$ cat config.mk
export PLATFORM = sky130hd
export DESIGN_NAME = dmx_packet_tx
export DESIGN_NICKNAME = d
export VERILOG_FILES = /design/src/rtl/dmx_tx_pkg.sv /design/src/rtl/dmx_tx_ctrl.sv /design/src/rtl/dmx_tx_datapath.sv /design/src/rtl/dmx_packet_tx.sv
export SDC_FILE = /design/constraint.sdc
export NUM_CORES = 2
export LEC_CHECK = 0
export ABC_AREA = 1
export BUFFER_PORTS_ARGS = -buffer_cell sky130_fd_sc_hd__buf_2
export CORE_MARGIN = 2
export CORE_UTILIZATION = 30
export DETAILED_ROUTE_END_ITERATION = 8
export PLACE_DENSITY = 0.49
export SYNTH_ARGS = -nofsm -noshare
export SYNTH_HDL_FRONTEND = slang
export SYNTH_HIERARCHICAL = 1
export SYNTH_SLANG_ARGS = --single-unit
$ cat constraint.sdc
create_clock -name clk -period 2.43 [get_ports clk]
set_input_delay 0.486 -clock clk [delete_from_list [all_inputs] [get_ports clk]]
set_output_delay 0.486 -clock clk [all_outputs]
set_load 0.005 [all_outputs]
$ cat src/rtl/dmx_tx_pkg.sv
package dmx_tx_pkg;

  localparam int SLOT_BITS = 11;

  typedef enum logic [2:0] {
    MODE_IDLE,
    MODE_BREAK,
    MODE_MAB,
    MODE_SLOT,
    MODE_MBB
  } lineMode_e;

  // strobes from the sequencer to the serialiser
  typedef struct packed {
    logic      latchCfg;
    logic      loadStart;
    logic      loadChan;
    logic      shiftBit;
    lineMode_e mode;
  } txStrobe_t;

endpackage

$ cat src/rtl/dmx_tx_ctrl.sv
module dmx_tx_ctrl
  import dmx_tx_pkg::*;
#(
  parameter int CLK_PER_BIT  = 200,
  parameter int MIN_BRK_BITS = 23,
  parameter int MIN_MAB_BITS = 2,
  parameter int MIN_PKT_BITS = 301,
  parameter int CHAN_COUNT   = 512
) (
  input  logic                            clk,
  input  logic                            rstN,
  input  logic                            enable,
  input  logic [$clog2(CHAN_COUNT+1)-1:0] cfgSlotCount,
  input  logic [7:0]                      cfgBreakBits,
  input  logic [7:0]                      cfgMabBits,
  output txStrobe_t                       strobe,
  output logic [$clog2(CHAN_COUNT)-1:0]   rdAddr
);

  localparam int DIV_W  = $clog2(CLK_PER_BIT);
  localparam int SLOT_W = $clog2(CHAN_COUNT + 1);
  localparam int ADDR_W = $clog2(CHAN_COUNT);
  localparam int PKT_W  = 16;

  lineMode_e          mode;
  logic [DIV_W-1:0]   divCnt;
  logic [7:0]         bitCnt;
  logic [SLOT_W-1:0]  slotIdx;
  logic [SLOT_W-1:0]  slotTotal;
  logic [PKT_W-1:0]   pktBits;
  logic [7:0]         brkLen;
  logic [7:0]         mabLen;

  logic [7:0]         brkEff;
  logic [7:0]         mabEff;
  logic [SLOT_W-1:0]  slotEff;
  logic               tick;
  logic [PKT_W-1:0]   pktNext;
  logic               longEnough;
  logic               endBreak;
  logic               endMab;
  logic               endSlot;
  logic               lastSlot;
  logic               endPkt;
  logic               startPkt;

  // clamp the configuration to the protocol minimums and the store size
  always_comb begin
    brkEff = (cfgBreakBits < 8'(MIN_BRK_BITS)) ? 8'(MIN_BRK_BITS) : cfgBreakBits;
    mabEff = (cfgMabBits < 8'(MIN_MAB_BITS)) ? 8'(MIN_MAB_BITS) : cfgMabBits;
    if (cfgSlotCount == '0)
      slotEff = SLOT_W'(1);
    else if (cfgSlotCount > SLOT_W'(CHAN_COUNT))
      slotEff = SLOT_W'(CHAN_COUNT);
    else
      slotEff = cfgSlotCount;
  end

  always_comb begin
    tick       = (mode != MODE_IDLE) && (divCnt == DIV_W'(CLK_PER_BIT - 1));
    pktNext    = pktBits + PKT_W'(1);
    longEnough = pktNext >= PKT_W'(MIN_PKT_BITS);
    endBreak   = tick && (mode == MODE_BREAK) && (bitCnt == brkLen - 8'd1);
    endMab     = tick && (mode == MODE_MAB) && (bitCnt == mabLen - 8'd1);
    endSlot    = tick && (mode == MODE_SLOT) && (bitCnt == 8'(SLOT_BITS - 1));
    lastSlot   = slotIdx == slotTotal;
    endPkt     = (endSlot && lastSlot && longEnough) ||
                 (tick && (mode == MODE_MBB) && longEnough);
    startPkt   = ((mode == MODE_IDLE) || endPkt) && enable;
  end

  always_ff @(posedge clk or negedge rstN) begin
    if (!rstN) begin
      mode <= MODE_IDLE;
    end else begin
      unique case (mode)
        MODE_IDLE:  if (enable) mode <= MODE_BREAK;
        MODE_BREAK: if (endBreak) mode <= MODE_MAB;
        MODE_MAB:   if (endMab) mode <= MODE_SLOT;
        MODE_SLOT: begin
          if (endSlot && lastSlot) begin
            if (!longEnough)  mode <= MODE_MBB;
            else if (enable)  mode <= MODE_BREAK;
            else              mode <= MODE_IDLE;
          end
        end
        MODE_MBB: begin
          if (tick && longEnough) mode <= enable ? MODE_BREAK : MODE_IDLE;
        end
        default: mode <= MODE_IDLE;
      endcase
    end
  end

  // bit-time divider, realigned at every packet start
  always_ff @(posedge clk or negedge rstN) begin
    if (!rstN)                          divCnt <= '0;
    else if (startPkt || tick)          divCnt <= '0;
    else if (mode != MODE_IDLE)         divCnt <= divCnt + DIV_W'(1);
  end

  always_ff @(posedge clk or negedge rstN) begin
    if (!rstN)                                          bitCnt <= '0;
    else if (startPkt || endBreak || endMab || endSlot) bitCnt <= '0;
    else if (tick)                                      bitCnt <= bitCnt + 8'd1;
  end

  always_ff @(posedge clk or negedge rstN) begin
    if (!rstN)                       slotIdx <= '0;
    else if (endMab)                 slotIdx <= '0;
    else if (endSlot && !lastSlot)   slotIdx <= slotIdx + SLOT_W'(1);
  end

  always_ff @(posedge clk or negedge rstN) begin
    if (!rstN)         pktBits <= '0;
    else if (startPkt) pktBits <= '0;
    else if (tick)     pktBits <= pktNext;
  end

  always_ff @(posedge clk or negedge rstN) begin
    if (!rstN) begin
      brkLen    <= 8'(MIN_BRK_BITS);
      mabLen    <= 8'(MIN_MAB_BITS);
      slotTotal <= SLOT_W'(1);
    end else if (startPkt) begin
      brkLen    <= brkEff;
      mabLen    <= mabEff;
      slotTotal <= slotEff;
    end
  end

  assign rdAddr = slotIdx[ADDR_W-1:0];

  always_comb begin
    strobe.latchCfg  = startPkt;
    strobe.loadStart = endMab;
    strobe.loadChan  = endSlot && !lastSlot;
    strobe.shiftBit  = tick && (mode == MODE_SLOT) && !endSlot;
    strobe.mode      = mode;
  end

endmodule

$ cat src/rtl/dmx_tx_datapath.sv
module dmx_tx_datapath
  import dmx_tx_pkg::*;
#(
  parameter int CHAN_COUNT = 512
) (
  input  logic                          clk,
  input  logic                          rstN,
  input  txStrobe_t                     strobe,
  input  logic [$clog2(CHAN_COUNT)-1:0] rdAddr,
  input  logic [7:0]                    cfgStartCode,
  input  logic                          memWrEn,
  input  logic [$clog2(CHAN_COUNT)-1:0] memWrAddr,
  input  logic [7:0]                    memWrData,
  output logic                          txOut
);

  logic [7:0]           chanMem [CHAN_COUNT];
  logic [7:0]           startCode;
  logic [SLOT_BITS-1:0] shiftReg;
  logic [7:0]           rdData;

  always_ff @(posedge clk) begin
    if (memWrEn && (32'(memWrAddr) < CHAN_COUNT)) chanMem[memWrAddr] <= memWrData;
  end

  assign rdData = chanMem[rdAddr];

  always_ff @(posedge clk or negedge rstN) begin
    if (!rstN)                startCode <= '0;
    else if (strobe.latchCfg) startCode <= cfgStartCode;
  end

  // slot frame: stop bits high, data LSB first, start bit low at bit 0
  always_ff @(posedge clk or negedge rstN) begin
    if (!rstN)                 shiftReg <= '1;
    else if (strobe.loadStart) shiftReg <= {2'b11, startCode, 1'b0};
    else if (strobe.loadChan)  shiftReg <= {2'b11, rdData, 1'b0};
    else if (strobe.shiftBit)  shiftReg <= {1'b1, shiftReg[SLOT_BITS-1:1]};
  end

  always_comb begin
    unique case (strobe.mode)
      MODE_BREAK: txOut = 1'b0;
      MODE_SLOT:  txOut = shiftReg[0];
      default:    txOut = 1'b1;
    endcase
  end

endmodule

$ cat src/rtl/dmx_packet_tx.sv
module dmx_packet_tx
  import dmx_tx_pkg::*;
#(
  parameter int CLK_PER_BIT  = 200,
  parameter int MIN_BRK_BITS = 23,
  parameter int MIN_MAB_BITS = 2,
  parameter int MIN_PKT_BITS = 301,
  parameter int CHAN_COUNT   = 512
) (
  input  logic                            clk,
  input  logic                            rstN,
  input  logic                            enable,
  input  logic [$clog2(CHAN_COUNT+1)-1:0] cfgSlotCount,
  input  logic [7:0]                      cfgStartCode,
  input  logic [7:0]                      cfgBreakBits,
  input  logic [7:0]                      cfgMabBits,
  input  logic                            memWrEn,
  input  logic [$clog2(CHAN_COUNT)-1:0]   memWrAddr,
  input  logic [7:0]                      memWrData,
  output logic                            txOut
);

  localparam int ADDR_W = $clog2(CHAN_COUNT);

  txStrobe_t         ctrlStrobe;
  logic [ADDR_W-1:0] rdAddr;

  dmx_tx_ctrl #(
    .CLK_PER_BIT (CLK_PER_BIT),
    .MIN_BRK_BITS(MIN_BRK_BITS),
    .MIN_MAB_BITS(MIN_MAB_BITS),
    .MIN_PKT_BITS(MIN_PKT_BITS),
    .CHAN_COUNT  (CHAN_COUNT)
  ) u_ctrl (
    .clk         (clk),
    .rstN        (rstN),
    .enable      (enable),
    .cfgSlotCount(cfgSlotCount),
    .cfgBreakBits(cfgBreakBits),
    .cfgMabBits  (cfgMabBits),
    .strobe      (ctrlStrobe),
    .rdAddr      (rdAddr)
  );

  dmx_tx_datapath #(
    .CHAN_COUNT(CHAN_COUNT)
  ) u_data (
    .clk         (clk),
    .rstN        (rstN),
    .strobe      (ctrlStrobe),
    .rdAddr      (rdAddr),
    .cfgStartCode(cfgStartCode),
    .memWrEn     (memWrEn),
    .memWrAddr   (memWrAddr),
    .memWrData   (memWrData),
    .txOut       (txOut)
  );

endmodule

==> results by group <==
Status
  • Outcome: finished, violations left
  • Failing checks: setup timing

Clock network
  • Root Buffer: clkbuf_16
  • Clock sink total: about 4,200
  • CTS buffer count: between 400 and 500
  • H-Tree Depth: 5
  • Clock-pin slew on the worst setup and hold paths: about 0.060 ns
  • CTS Buffer Depth: 4
  • Clock latency at the later pin of the worst-skew pair: 1.05 ns
  • TritonCTS clock tree: done

Routing
  • Initial drt markers: 12,300
  • Post-detailed-route count of antenna-violating nets: 0
  • Via/cell ratio: 4.94
  • Wire length per cell: ~23 µm
  • Post-route DRC: 0
  • First-pass detailed-route iteration total: 6
  • Routed vias: approximately 120k
  • Total routed wirelength: roughly 560,000 µm

Final layout
  • Area growth, synth to finish: 23.2%
  • Share of cells above drive strength 1: between 10% and 20%
  • Commonest cells after routing, fill and taps aside: nand2_1, edfxtp_1, nand3_1
  • Area of the multi-input gates: 0.0427 mm²
  • FF+latch area: 0.125 mm²
  • Most common cell after layout, fill and taps aside: nand2_1
  • Nets: 16,100
  • Final Util: 37.1%
  • Cell Count, Final, Fillers Out: 23,900
  • Layout fillers: 55,400

Setup path
  • CP Cell Sequence: inv_16, buf_4, buf_12, buf_12, nand2_1, nand3_1, nand3_1, nand3_1, nand3_1, nand3_1, nand3_2, nand3_4, nand3_4, nand2_4, nand2_1, a21oi_1
  • Critical Path Source Type: flop
  • Buf/Inv on CP: 4
  • R2r endpoint: u_data/shiftReg[4]
  • Critical Path Max Stage Delay: around 0.56 ns
  • Critical path depth: 16
  • Launch point of the worst reg-to-reg path: u_ctrl/slotIdx[0]
  • Crit path max-delay family: simple AND/OR/NAND/NOR gates
  • FF-to-FF setup slack: -0.57 ns
  • Critical path arrival: 3.93 ns
  • Cell repeated most along the worst path: nand3_1
  • CP Data Required Time: 3.36 ns
  • Crit Path Max Fanout: 17
  • Slowest-stage cell, CP: dfrtp_4
  • R2R cell count: 16
  • Crit end category: flop
  • Kind of critical path: flop to flop

Synth
  • Top FF cell, synth: edfxtp_1
  • Number of flops mapped to enable cells by yosys: 4,096
  • Mapped Cells: 14,700
  • Post-Syn Area per Cell: 11.7 µm²
  • Synth unique cells: 45
  • Synth Warn #: 6
  • Sequential share of the synthesized area: 72.7%
  • Cell area after synthesis: roughly 0.17 mm²
  • Syn nets: about 15,000
  • Seq cells post-synth: 4,184
  • Async SR Flop Fraction: 2.10%

Global routing
  • First-pass GRT wire length: 807,000 µm
  • Largest net degree at the start of global routing: 97
  • Vias in the first global route: about 110k
  • Gr ovfl total: 0
  • GRT Resource Usage Total: 18.5%
  • Antenna violations before repair: 31

Timing
  • Unrepaired setup endpoints after global routing: yes
  • Fmax: between 300 and 400 MHz
  • Worst rel slew slack: 48.4%
  • Max-slew violation count: 0
  • Fin. Hold Viols: 0
  • Worst Tran Pin Value: 0.774 ns
  • Clk_skew: 0.0757 ns
  • Final worst-path cycle share: 124%
  • Post-route setup slack: -0.574 ns
  • Post-layout min period: ~3 ns
  • Final setup fails: 73

Hold path
  • Hold WC Path Type: primary input to flop
  • Hold Path Depth: 4
  • Min-Delay Endpoint: u_ctrl/slotTotal[4]
  • Hold Crit Start: cfgSlotCount[4]

Die
  • Die Y: roughly 760 µm
  • Core Area: 0.573 mm²
  • Die width: 762 µm
  • Top Ports: 56
  • Die area: between 0.5 and 0.6 mm²
  • Initial Util: around 30%
  • FP Rows: about 280

Placed design
  • Cell count after placement: 23,000
  • Port bufs: 55
  • DPL Wire Length: 349,000 µm
  • RD Place Congestion: 0.861

Pwr
  • P_leak: 76.2 nW
  • VDD IR max: 0.000606 V
  • Power Density: 712 mW/mm²

Flow run
  • Max cap viols: 0
[what timing repair did]
action                     4_1_cts  5_1_grt
hold buffers                    53        0
hold endpoints to repair       357        0
setup buffers                   41       13
setup endpoints to repair       89       89
gates resized for setup        310      195
pin swaps                       44       21
gates cloned                    25       16
[per-layer routing]
metal  track usage (%)  share of wire, %  vias to the layer above
li1                  -                 -                    54700
met1              25.7                44                    59000
met2              30.4                47                     3775
met3              2.42               6.2                      761
met4              5.30               3.1                       10
met5                 0             0.011                        -
[where the power goes]
part           internal, mW  leakage (nW)  switching [mW]
clock                  37.3          6.84            29.0
sequential             79.6          37.9           0.433
combinational          1.61          31.4            3.11
[cell usage after synthesis (9+ instances only)]
library cell | n | area share (%)
ha_1 | 9 | 0.065
xnor2_1 | 10 | 0.051
buf_2 | 484 | 1.4
edfxtp_1 | 4096 | 71
inv_1 | 103 | 0.22
buf_4 | 143 | 0.62
nor2_1 | 607 | 1.3
clkbuf_1 | 185 | 0.40
xor2_1 | 26 | 0.13
nand2_1 | 4479 | 9.8
nor3_1 | 22 | 0.064
nand3_1 | 4052 | 12
dfstp_2 | 15 | 0.23
buf_1 | 105 | 0.23
o21ai_0 | 34 | 0.099
buf_6 | 91 | 0.60
o21ai_2 | 9 | 0.046
nand4_1 | 23 | 0.084
a21oi_1 | 19 | 0.055
dfrtp_1 | 73 | 1.1
[per-stage QoR]
step	total power, mW	cell area, µm²	TNS, ns	hold WS [ns]	setup slack [ns]
final	151	212000	-13.50	0.244	-0.574
after global routing	155	212000	-21.00	0.201	-0.628
after CTS	152	211000	-12.83	0.140	-0.514
after detailed placement	85.8	194000	-63.30	0.354	-1.00
after global placement	85.8	194000	-55.05	0.354	-1.01
after floorplan	82.9	172000	0	0.190	0.000856
[kinds of logic after synthesis]
| kind of cell | after synthesis | share of synthesized area, % |
|---|---|---|
| AOI/OAI and AO/OA | 82 | 0.283 |
| xor gates and xnor gates | 37 | 0.196 |
| adders and majority gates | 9 | 0.0654 |
| buffers and inverters | 1123 | 3.53 |
| DFF | 4184 | 72.7 |
| muxes | 8 | 0.0523 |
| and+or+nand+nor | 9214 | 23.1 |
[final cells by class]
| class | instances | area share [%] |
|---|---|---|
| Tap cell | 7560 | 4.46 |
| Multi-Input combinational cell | 9350 | 20.1 |
| Clock buffer | 578 | 5.58 |
| Antenna cell | 7 | 0.00826 |
| Timing Repair Buffer | 1899 | 9.55 |
| Sequential cell | 4184 | 59.0 |
| Clock inverter | 251 | 1.04 |
| Timing Repair inverter | 1 | 0.00943 |
| Inverter | 112 | 0.226 |
[worst reg2reg max path, cell delays in order, from the launching register on]
cell and delay, ns:
dfrtp_4 0.56, inv_16 0.14, buf_4 0.17, buf_12 0.19
buf_12 0.25, nand2_1 0.06, nand3_1 0.07, nand3_1 0.13
nand3_1 0.14, nand3_1 0.19, nand3_1 0.18, nand3_2 0.18
nand3_4 0.23, nand3_4 0.10, nand2_4 0.11, nand2_1 0.06
a21oi_1 0.13
[worst max-delay path by stage]
stage / slack [ns] / to / from
final: -0.57 / u_data/shiftReg[4] / u_ctrl/slotIdx[0]
after detailed placement: -1.00 / u_data/shiftReg[4] / u_ctrl/slotIdx[0]
after global placement: -1.01 / u_data/shiftReg[4] / u_ctrl/slotIdx[0]
after global routing: -0.63 / u_data/shiftReg[4] / u_ctrl/slotIdx[0]
after CTS: -0.51 / u_data/shiftReg[1] / u_ctrl/slotIdx[0]
after floorplan: 0.0009 / u_data/startCode[0] / u_ctrl/pktBits[0]
[flip-flops by register name, indices dropped and copies added, names as in the netlist]
| register | cells |
|---|---|
| u_data/chanMem | 4096 |
| u_ctrl/pktBits | 16 |
| u_ctrl/slotIdx | 10 |
| u_ctrl/slotTotal | 10 |
| u_data/shiftReg | 9 |
| u_ctrl/bitCnt | 8 |
| u_ctrl/brkLen | 8 |
| u_ctrl/divCnt | 8 |
| u_ctrl/mabLen | 8 |
| u_data/startCode | 8 |
| u_ctrl/mode | 3 |
(Power assumes the default switching activity.)
